**config.mk**
```make
export PLATFORM = sky130hd
export DESIGN_NAME = i2c_bus_unjam
export DESIGN_NICKNAME = d
export VERILOG_FILES = /design/src/rtl/unjam_pkg.sv /design/src/rtl/line_sync.sv /design/src/rtl/cycle_counter.sv /design/src/rtl/i2c_bus_unjam.sv
export SDC_FILE = /design/constraint.sdc
export NUM_CORES = 1
export LEC_CHECK = 0
export BUFFER_PORTS_ARGS = -buffer_cell sky130_fd_sc_hd__clkbuf_2
export CORE_ASPECT_RATIO = 0.5
export CORE_MARGIN = 2
export CORE_UTILIZATION = 30
export CTS_CLUSTER_SIZE = 16
export DETAILED_ROUTE_END_ITERATION = 16
export GPL_TIMING_DRIVEN = 1
export PLACE_DENSITY = 0.6
export SYNTH_ARGS = -nofsm -noshare
export SYNTH_HDL_FRONTEND = slang
export SYNTH_SLANG_ARGS = --single-unit
export TNS_END_PERCENT = 100
```
**constraint.sdc**
```tcl
create_clock -name clk -period 2.07 [get_ports clk]
set_clock_uncertainty 0.2 [all_clocks]
set_input_delay 0.1035 -clock clk [delete_from_list [all_inputs] [get_ports clk]]
set_output_delay 0.1035 -clock clk [all_outputs]
set_load 0.005 [all_outputs]
```
**src/rtl/unjam_pkg.sv**
```systemverilog
package unjam_pkg;
  typedef enum logic [2:0] {
    ST_IDLE,
    ST_WAIT_HI,
    ST_HIGH,
    ST_LOW,
    ST_START,
    ST_STOP,
    ST_DONE,
    ST_FAIL
  } unjam_state_e;
endpackage

```
**src/rtl/line_sync.sv**
```systemverilog
module line_sync #(
  parameter int WIDTH  = 2,
  parameter int STAGES = 2
) (
  input  logic             clk,
  input  logic             rst_n,
  input  logic [WIDTH-1:0] raw,
  output logic [WIDTH-1:0] synced
);
  // released open-drain lines idle high, so the chain resets to ones
  logic [WIDTH-1:0] chain [STAGES];

  always_ff @(posedge clk) begin
    if (!rst_n) begin
      for (int i = 0; i < STAGES; i++) chain[i] <= '1;
    end else begin
      chain[0] <= raw;
      for (int i = 1; i < STAGES; i++) chain[i] <= chain[i-1];
    end
  end

  assign synced = chain[STAGES-1];
endmodule

```
**src/rtl/cycle_counter.sv**
```systemverilog
module cycle_counter #(
  parameter int LIMIT = 4
) (
  input  logic clk,
  input  logic rst_n,
  input  logic clr,
  output logic hit
);
  localparam int CW = (LIMIT > 1) ? $clog2(LIMIT + 1) : 1;
  localparam logic [CW-1:0] LAST = CW'(LIMIT - 1);

  logic [CW-1:0] cnt_q;

  // counts from 0 after clr and saturates at LIMIT-1
  always_ff @(posedge clk) begin
    if (!rst_n)       cnt_q <= '0;
    else if (clr)     cnt_q <= '0;
    else if (!hit)    cnt_q <= cnt_q + 1'b1;
  end

  assign hit = (cnt_q == LAST);
endmodule

```
**src/rtl/i2c_bus_unjam.sv**
```systemverilog
module i2c_bus_unjam
  import unjam_pkg::*;
#(
  parameter int HALF_CYCLES   = 4,
  parameter int MAX_PULSES    = 9,
  parameter int STRETCH_LIMIT = 64
) (
  input  logic clk,
  input  logic rst_n,
  input  logic recover_req,
  input  logic scl_in,
  input  logic sda_in,
  output logic scl_pull_low,
  output logic sda_pull_low,
  output logic busy,
  output logic done,
  output logic fail
);
  localparam int PW = $clog2(MAX_PULSES + 1);
  localparam logic [PW-1:0] PULSE_LAST = PW'(MAX_PULSES);

  unjam_state_e state_q, state_d;
  logic [PW-1:0] pulses_q;
  logic [1:0]    lines_s;
  logic          scl_s, sda_s;
  logic          phase_hit, stretch_hit, step;

  line_sync #(.WIDTH(2), .STAGES(2)) u_sync (
    .clk   (clk),
    .rst_n (rst_n),
    .raw   ({scl_in, sda_in}),
    .synced(lines_s)
  );
  assign scl_s = lines_s[1];
  assign sda_s = lines_s[0];

  // both timers restart whenever the state changes
  assign step = (state_q != state_d);

  cycle_counter #(.LIMIT(HALF_CYCLES)) u_phase (
    .clk(clk), .rst_n(rst_n), .clr(step), .hit(phase_hit)
  );

  cycle_counter #(.LIMIT(STRETCH_LIMIT)) u_stretch (
    .clk(clk), .rst_n(rst_n), .clr(step), .hit(stretch_hit)
  );

  always_comb begin
    state_d = state_q;
    unique case (state_q)
      ST_IDLE:    if (recover_req) state_d = ST_WAIT_HI;
      ST_WAIT_HI: begin
        if (scl_s)            state_d = ST_HIGH;
        else if (stretch_hit) state_d = ST_FAIL;
      end
      ST_HIGH: if (phase_hit) begin
        if (sda_s)                        state_d = ST_START;
        else if (pulses_q == PULSE_LAST)  state_d = ST_FAIL;
        else                              state_d = ST_LOW;
      end
      ST_LOW:   if (phase_hit) state_d = ST_WAIT_HI;
      ST_START: if (phase_hit) state_d = ST_STOP;
      ST_STOP:  if (phase_hit) state_d = ST_DONE;
      ST_DONE:  state_d = ST_IDLE;
      ST_FAIL:  state_d = ST_IDLE;
      default:  state_d = ST_IDLE;
    endcase
  end

  always_ff @(posedge clk) begin
    if (!rst_n) begin
      state_q  <= ST_IDLE;
      pulses_q <= '0;
    end else begin
      state_q <= state_d;
      if (state_q == ST_IDLE && recover_req)
        pulses_q <= '0;
      else if (state_q == ST_HIGH && state_d == ST_LOW)
        pulses_q <= pulses_q + 1'b1;
    end
  end

  assign scl_pull_low = (state_q == ST_LOW);
  assign sda_pull_low = (state_q == ST_START);
  assign busy = (state_q != ST_IDLE) && (state_q != ST_DONE) && (state_q != ST_FAIL);
  assign done = (state_q == ST_DONE);
  assign fail = (state_q == ST_FAIL);

  assert_pulse_bound_R3: assert property (@(posedge clk) disable iff (!rst_n)
    pulses_q <= PULSE_LAST);

  assert_pulse_only_when_stuck_R4: assert property (@(posedge clk) disable iff (!rst_n)
    $rose(scl_pull_low) |-> !$past(sda_s));

  assert_start_with_scl_high_R6: assert property (@(posedge clk) disable iff (!rst_n)
    $rose(sda_pull_low) |-> scl_s);

  assert_done_single_R6: assert property (@(posedge clk) disable iff (!rst_n)
    done |=> !done);

  assert_fail_single_R7: assert property (@(posedge clk) disable iff (!rst_n)
    fail |=> !fail);

  assert_outcome_exclusive_R7: assert property (@(posedge clk) disable iff (!rst_n)
    !(done && fail));

  assert_busy_from_req_R2: assert property (@(posedge clk) disable iff (!rst_n)
    $rose(busy) |-> $past(recover_req));

  assert_idle_released_R10: assert property (@(posedge clk) disable iff (!rst_n)
    !busy |-> (!scl_pull_low && !sda_pull_low));
endmodule

```
After elaboration in Yosys (flattened, before gate mapping)
Memory sizes are Yosys's and may differ from the RTL's. Index checks and enable logic that the tools add are counted.

Memories kept: 1. Logic and storage cells: 48. Output and inout port bits: 5. Input bits: 5. Memory bits (writable): 4. Flip-flop bits (word level): 17.

Reductions and logical operators: 9. Add/subtract/negate cells: 3. Bitwise operators: 3. Equal/unequal tests: 14. Multiplexer cells: 14.

Memories: u_sync.chain (depth 2, bits a word 2, rd ports 2, clocked after memory_dff 0, write ports 2, line line_sync.sv:11) `logic [WIDTH-1:0] chain [STAGES];`.

Operators with widths (count): $mux 3 (9); $pmux 3 s7 (1); $eq 3x2->1 const B (4); $eq 3x3->1 const B (4); $add 7x1->7 const B (1); $eq 7x6->1 const B (1); $ne 3x3->1 const B (2); $reduce_or 2->1 (3); $add 4x1->4 const B (1); $eq 4x4->1 const B (1); $logic_and 1x1->1 (4); $mux 2 (2); $add 3x1->3 const B (1); $eq 3x1->1 const B (1); $logic_not 3->1 (1); $ne 3x3->1 (1); $reduce_bool 3->1 (1); $mux 1 (2); $or 1x1->1 (2); $not 1->1 (1).

Depth between registers and ports, before layout
Gate-level depths: netlist (run 1).

Depth in word-level cells: 7. Mapped depth: 6. Gate-level depth less buffers: 6.

Hierarchy
From an unflattened synthesis (run 1), not the netlist that was laid out.

Cell total of the unflattened synthesis: 127. Area total of the unflattened synthesis: 1149.9 µm².

Modules (own cells, without submodules): i2c_bus_unjam (sequential area each 140.1 µm², area each 540.5 µm², cells an instance 70, instances 1); cycle_counter (u_stretch) (sequential area each 140.1 µm², area each 341.6 µm², cells an instance 33, instances 1); cycle_counter (u_phase) (sequential area each 60.1 µm², area each 147.6 µm², cells an instance 14, instances 1); line_sync (sequential area each 80.1 µm², area each 120.1 µm², cells an instance 10, instances 1).

Least setup slack after synthesis (run 1)
OpenSTA, ideal clock, no wires.

Kind: flip-flop to flip-flop. From: reg state_q[0]. To: reg pulses_q[3]. Setup time: 0.070 ns. Clock period less this slack: 1.951 ns. Stages on the path, launching flop included: 6. Setup slack: 0.119 ns. Arrival time: 1.682 ns. Path buffers: 1. Cells stage by stage: dfxtp_1 buf_6 or3b_1 a211o_1 or4_1 a21oi_1.

Word-level cells in the longest chain between the ends: 5. Elaborated cells on any way between the ends: 21.

Ends and longest elaborated chain: from (decl) (line i2c_bus_unjam.sv:22) `unjam_state_e state_q, state_d;`; from (signal assigned) (line i2c_bus_unjam.sv:75) `state_q <= state_d;`; $eq 3x3->1 / $mux 3 (equally long branches) (line i2c_bus_unjam.sv:50, i2c_bus_unjam.sv:54); $reduce_or 2->1 (no source line) / $mux 3 (equally long branches); $pmux 3 s7 (line i2c_bus_unjam.sv:50) `unique case (state_q)`; $eq 3x2->1 (line i2c_bus_unjam.sv:78) `else if (state_q == ST_HIGH && state_d == ST_LOW)`; $logic_and 1x1->1 (line i2c_bus_unjam.sv:78); to (signal assigned) (line i2c_bus_unjam.sv:79) `pulses_q <= pulses_q + 1'b1;`; to (decl) (line i2c_bus_unjam.sv:23) `logic [PW-1:0] pulses_q;`.

Several ways; a longest one is shown, not always the timed one. A chain may end at the register's enable or synchronous reset.

Worst setup path after layout (run 1)
From: reg pulses_q[1]. To: reg pulses_q[0].

Word-level cells in the longest chain between the ends: 7.

Ends and longest elaborated chain: $eq 4x4->1 (line i2c_bus_unjam.sv:58) `else if (pulses_q == PULSE_LAST) state_d = ST_FAIL;`; $mux 3 (line i2c_bus_unjam.sv:58); $mux 3 (line i2c_bus_unjam.sv:57) `if (sda_s) state_d = ST_START;`; $mux 3 (line i2c_bus_unjam.sv:56) `ST_HIGH: if (phase_hit) begin`; $pmux 3 s7 (line i2c_bus_unjam.sv:50); $eq 3x2->1 (line i2c_bus_unjam.sv:78); $logic_and 1x1->1 (line i2c_bus_unjam.sv:78).

No other way between the ends.

==> metrics.cfg, run 1 <==
[placement]
dp_hpwl_mm=1.54
dp_slack_ns=0.0416
gp_congestion=0.744
io_buffers=9

[setup_path]
critPathLaunchType=flip-flop
critical_path_required_ns=2.06
worstPathCellList=inv_1 > ha_1 > and3b_1 > a211o_1 > buf_4 > or3_1 > a21oi_1
critPathKind=reg2reg
cp-end-kind=flip-flop
cp.arrival_ns=1.91
cp_slowest_cell=dfxtp_1
path_max_fanout=6
cp_slowest_stage_delay_ns=0.37

[power_and_ir_drop]
p_seq_share_pct=53.3
combPwrFrac_pct=13.5
power.internal_mw=0.601
switchingPower_mw=0.200
ir_drop_mv=0.177
power_frac_clock_pct=33.3
powerDensity_mw_per_mm2=589
leakage_nw=0.525
switching_share_pct=25.0

[finish]
fin_nets=160
antenna_cells=0
num-fill-cells=365
utilization_pct=39.0
areaGrowthSynthToFinish_pct=22.1
drive_gt1_share_pct=16.1

[logic_synthesis]
yosysSeqAreaShare_pct=37.8
synth_xor_area_share_pct=3.15
ys.flop_type=dfxtp_1
synth_warnings=0
syn_area_per_cell_um2=8.63
synth-simple-area-share_pct=28.1
synth_compound_area_share_pct=17.3
netlist_instances=129
synth_nets=139
ys_ff_latch=21
yosysUniqueCellTypes=38
synth_fa_ha_area_share_pct=5.62
synth_edf_count=0
synth_top_family_by_area=simple AND/OR/NAND/NOR gates
async_flop_share_pct=0
muxShareOfSynthArea_pct=3.71
synth.cell_area_mm2=0.00111

[global_routing]
grt_usage_pct=11.7
grt.overflow.total=0
grt_pass1_wl_mm=3.84
grt_max_degree=18
grt_pass1_vias=872
antenna_found_initial=0

[die]
die_x_um=90.2
num_rows=15
start_util_pct=31.9
design.core.area_mm2=0.00349
ios=10
die_y_um=47.1
fp.dieArea_mm2=0.00424

[sta]
fin_crit_sh_pct=92.8
finalWorstPathRequiredPeriod_ns=1.92
worst_pin_slew_ns=0.518
setup_ws_ns=0.150
maxSlewHeadroom_pct=65.0
clock.fmax_ghz=0.521
setup_tns_ns=0
finalHoldViolCount=0
slew_violations=0
rsz0062_at_grt=false
finalSetupViolations=0

[job]
maxCapViolations=0

[clocking]
h-tree-depth=1
clock-sinks=21
clkSlewWorstSetupHoldPaths_ns=0.07
tritoncts=yes
cts_root_buf=clkbuf_8
cts_made_buffers=3
clk_path_buf_depth=2
clk_latency_ns=0.26

[drt]
drc=0
via_per_inst=4.87
drt_iter0_drc=59
vias=973
drt_wl_total_mm=2.24
ant_nets=0
routedWlPerCell_um=11.2
drt-pass1-iter-count=4

[status]
outcome=completed

[min_path]
hp-class=in2reg

final timing paths:
kind	startpoint	end	slack [ns]	depth (start not counted)
hold / removal	recover_req	state_q[0]	0.20	4
hold reg to reg	u_sync.chain[0][0]	u_sync.chain[0][2]	0.21	1
setup / recovery	pulses_q[1]	pulses_q[0]	0.15	7
setup reg to reg	pulses_q[1]	pulses_q[0]	0.15	7
layer usage:
layer	vias up	part of all wire, %	track usage [%]
met2	15	49	21.4
met5	-	0	0
met4	0	1.2	4.62
met3	2	4.1	3.85
li1	509	-	-
met1	447	46	13.6
worst max-delay path, delay by kind of cell, from the launching register on:
| kind | cells | cell delay (ns) |
|---|---|---|
| simple gates | 2 | 0.53 |
| compound gates | 2 | 0.38 |
| flops | 1 | 0.37 |
| buf+inv | 2 | 0.21 |
| fa+ha+maj | 1 | 0.17 |
layout make-up:
cell class / count / area [µm²] / share of cell area, %
clock buffers: 3 / 41.3 / 3.04
well taps: 51 / 63.8 / 4.69
multi-input cells: 97 / 656 / 48.2
repair buffers: 22 / 155 / 11.4
inverters: 5 / 18.8 / 1.38
flip-flops and latches: 21 / 420 / 30.9
clock inverters: 1 / 5.00 / 0.368
kinds of logic after synthesis:
| logic type | count (synthesis) |
|---|---|
| AND/OR/NAND/NOR | 55 |
| AO/OA/AOI/OAI | 29 |
| flip-flops | 21 |
| buffers and inverters | 11 |
| adder cells (fa/ha/maj) | 5 |
| XOR/XNOR | 4 |
| multiplexers | 4 |
power by group through the flow:
stage	clock network (mW)	registers (mW)	logic, mW
floorplan	0	0.436	0.0706
global placement	0	0.435	0.0969
detailed placement	0	0.436	0.0987
CTS	0.280	0.426	0.106
global route	0.291	0.428	0.122
finish	0.266	0.427	0.108
metrics by stage:
| stage | total power [mW] | hold slack (ns) | instances | area [µm²] |
|---|---|---|---|---|
| floorplan | 0.506 | 0.00497 | 129 | 1110 |
| detailed placement | 0.535 | 0.0893 | 190 | 1240 |
| finish | 0.801 | 0.199 | 200 | 1360 |
| CTS | 0.812 | 0.200 | 199 | 1340 |
| global route | 0.841 | 0.227 | 200 | 1360 |
| global placement | 0.532 | 0.0822 | 190 | 1240 |
flip-flops by register name, summed over array words and instances, names as in the netlist:
name and count:
pulses_q 4, u_sync.chain 4, state_q 3, u_phase.cnt_q 3, u_stretch.cnt_q 7
cells in the mapped netlist (all sizes together), types with 3 or more instances:
master,number,area [µm²]
a211oi,3,22.5
a21oi,5,25.0
and2,4,25.0
clkbuf,5,18.8
dfxtp,21,420
ha,5,62.6
inv,5,18.8
mux2i,3,30.0
nand2,7,26.3
nand2b,8,50.1
nand3,5,25.0
nor2,4,15.0
nor2b,5,31.3
nor3,10,50.1
o21ai,8,40.0
or3,3,18.8
repair_timing:
action                                  4_1_cts  5_1_grt
hold buffers                                  5        0
buffers inserted                              0        1
endpoints found under the setup margin        0        8
endpoints found under the hold margin         4        0
gates resized for setup                       0        3
layout by cell type (no fill, tap or decap), types with 2 or more instances in the layout:
| cell | synthesis | layout |
|---|---|---|
| dfxtp_1 | 21 | 21 |
| nor3_1 | 10 | 10 |
| clkbuf_2 | 0 | 9 |
| o21ai_0 | 8 | 8 |
| nand2b_1 | 8 | 8 |
| buf_4 | 0 | 8 |
| nand2_1 | 7 | 7 |
| nor2b_1 | 5 | 5 |
| inv_1 | 5 | 5 |
| a21oi_1 | 5 | 5 |
| nand3_1 | 5 | 5 |
| ha_1 | 5 | 5 |
| dlygate4sd3_1 | 0 | 5 |
| and2_1 | 4 | 4 |
| nor2_1 | 4 | 4 |
| mux2i_1 | 3 | 3 |
| or3_1 | 3 | 3 |
| clkbuf_8 | 0 | 3 |
| and3_1 | 2 | 2 |
| nor4b_1 | 2 | 2 |
| o211ai_1 | 2 | 2 |
| xor2_1 | 2 | 2 |
| a211oi_1 | 3 | 2 |
| xnor2_1 | 2 | 2 |
| a21boi_0 | 2 | 2 |
Power figures use the tool's default switching activity.
==> inputs of run 2 (changes only) <==
CORE_MARGIN = 1.5   (was 2)
==> metrics.cfg, run 2 (synthesis results as in run 1) <==
[status]
outcome=completed

[drt]
routedWlPerCell_um=10.9
drt_iter0_drc=34
via_per_inst=4.91
ant_nets=0
drt-pass1-iter-count=4
drt_wl_total_mm=2.18
vias=978
drc=0

[die]
ios=10
design.core.area_mm2=0.00349
fp.dieArea_mm2=0.00411
die_y_um=46.1
num_rows=15
die_x_um=89.2
start_util_pct=31.9

[placement]
placed_area_mm2=0.00124
io_buffers=9
dp_hpwl_mm=1.54
gp_congestion=0.734

[sta]
finalSetupViolations=0
finalWorstPathRequiredPeriod_ns=1.96
clock.fmax_ghz=0.511
worst_pin_slew_ns=0.515
maxSlewHeadroom_pct=65.2
fin_crit_sh_pct=94.6
setup_tns_ns=0
finalHoldViolCount=0
slew_violations=0

[global_routing]
grt_pass1_vias=831
grt_max_degree=18
grt.overflow.total=0
grt_pass1_wl_mm=3.50
antenna_found_initial=0
grt_usage_pct=11.3

[setup_path]
rr_startpoint=state_q[1]
cp_slowest_stage_delay_ns=0.49
critPathKind=reg2reg
cp-startpoint=state_q[1]
cp-end-kind=flip-flop
critPathLaunchType=flip-flop
path_max_fanout=7
cp.arrival_ns=1.96
worstPathCellList=or3b_1 > a211o_1 > or4_1 > a21oi_1
cp_slowest_cell=or4_1
critical_path_required_ns=2.07

[power_and_ir_drop]
powerDensity_mw_per_mm2=595
ir_drop_mv=0.175
leakage_nw=0.520

[clocking]
clkSlewWorstSetupHoldPaths_ns=0.07
tritoncts=yes
clock-sinks=21
h-tree-depth=1
cts_root_buf=clkbuf_8
clk_path_buf_depth=2
cts_made_buffers=3
cts_setup_buffers=0
clk_latency_ns=0.26

[finish]
top_regs=u_stretch.cnt_q x7, pulses_q x4, u_sync.chain x4
fin_nets=159
largest_reg_flops=7
areaGrowthSynthToFinish_pct=21.1
antenna_cells=0
drive_gt1_share_pct=15.5
layout_common_cells=dfxtp_1, nor3_1, clkbuf_2
finish.instance_area_mm2=0.00135
top_register=u_stretch.cnt_q
final_common_cell=dfxtp_1

[min_path]
timing.hold.worst.start=u_sync.chain[0][0]
hp-class=reg2reg

[job]
maxCapViolations=0

==> run 2: changes by cell type in the layout (fill, tap and decap cells not counted), sizes merged <==
cell  delta
buf      -1
==> run 2: stage by stage <==
stage	cells	total power [mW]	setup WS, ns	utilization, %	hold WS [ns]
after CTS	199	0.814	0.0521	38.4	0.215
after detailed placement	190	0.533	0.0704	35.7	0.0878
after global routing	199	0.841	-0.0000293	38.6	0.237
after floorplan	129	0.506	0.119	-	0.00497
after global placement	190	0.532	0.105	35.7	0.0824
final	199	0.803	0.111	38.6	0.212
==> run 2: path summary, 6_finish.rpt <==
path / end / slack (ns) / cells after the start
max: pulses_q[3] / 0.11 / 4
min: u_sync.chain[0][2] / 0.21 / 1
max reg2reg: pulses_q[3] / 0.11 / 4
min reg2reg: u_sync.chain[0][2] / 0.21 / 1
==> run 2: routing by layer <==
layer / routed length (µm) / GRT usage (%) / vias to the layer above / share of wire (%)
li1: - / - / 502 / -
met1: 1020 / 13.4 / 461 / 47
met2: 1060 / 19.8 / 10 / 49
met3: 69 / 3.76 / 5 / 3.2
met4: 27 / 3.69 / 0 / 1.2
met5: 0 / 0 / - / 0
==> run 2: worst max-delay path: cells and delay by family, from the launching register on <==
kind             cells  cell delay [ns]
AND/OR/NAND/NOR      2             0.90
AO/OA/AOI/OAI        2             0.49
flip-flops           1             0.31
==> run 2: area by class of cell <==
cell class | count | area (µm²)
Tap cell | 51 | 63.8
Fill cell | 369 | 2140
Timing Repair Buffer | 21 | 148
Multi-Input combinational cell | 97 | 651
Inverter | 5 | 18.8
Clock buffer | 3 | 41.3
Sequential cell | 21 | 422
Clock inverter | 1 | 5.00
==> run 2: power breakdown <==
| part | internal [mW] | leakage (nW) | switching [mW] |
|---|---|---|---|
| logic | 0.0484 | 0.323 | 0.0570 |
| registers | 0.417 | 0.172 | 0.00854 |
| clock network | 0.134 | 0.0255 | 0.137 |
==> run 2: what timing repair did <==
item,CTS,global route
hold buffers,5,0
setup endpoints to repair,0,3
resized for setup,0,3
hold endpoints to repair,5,0
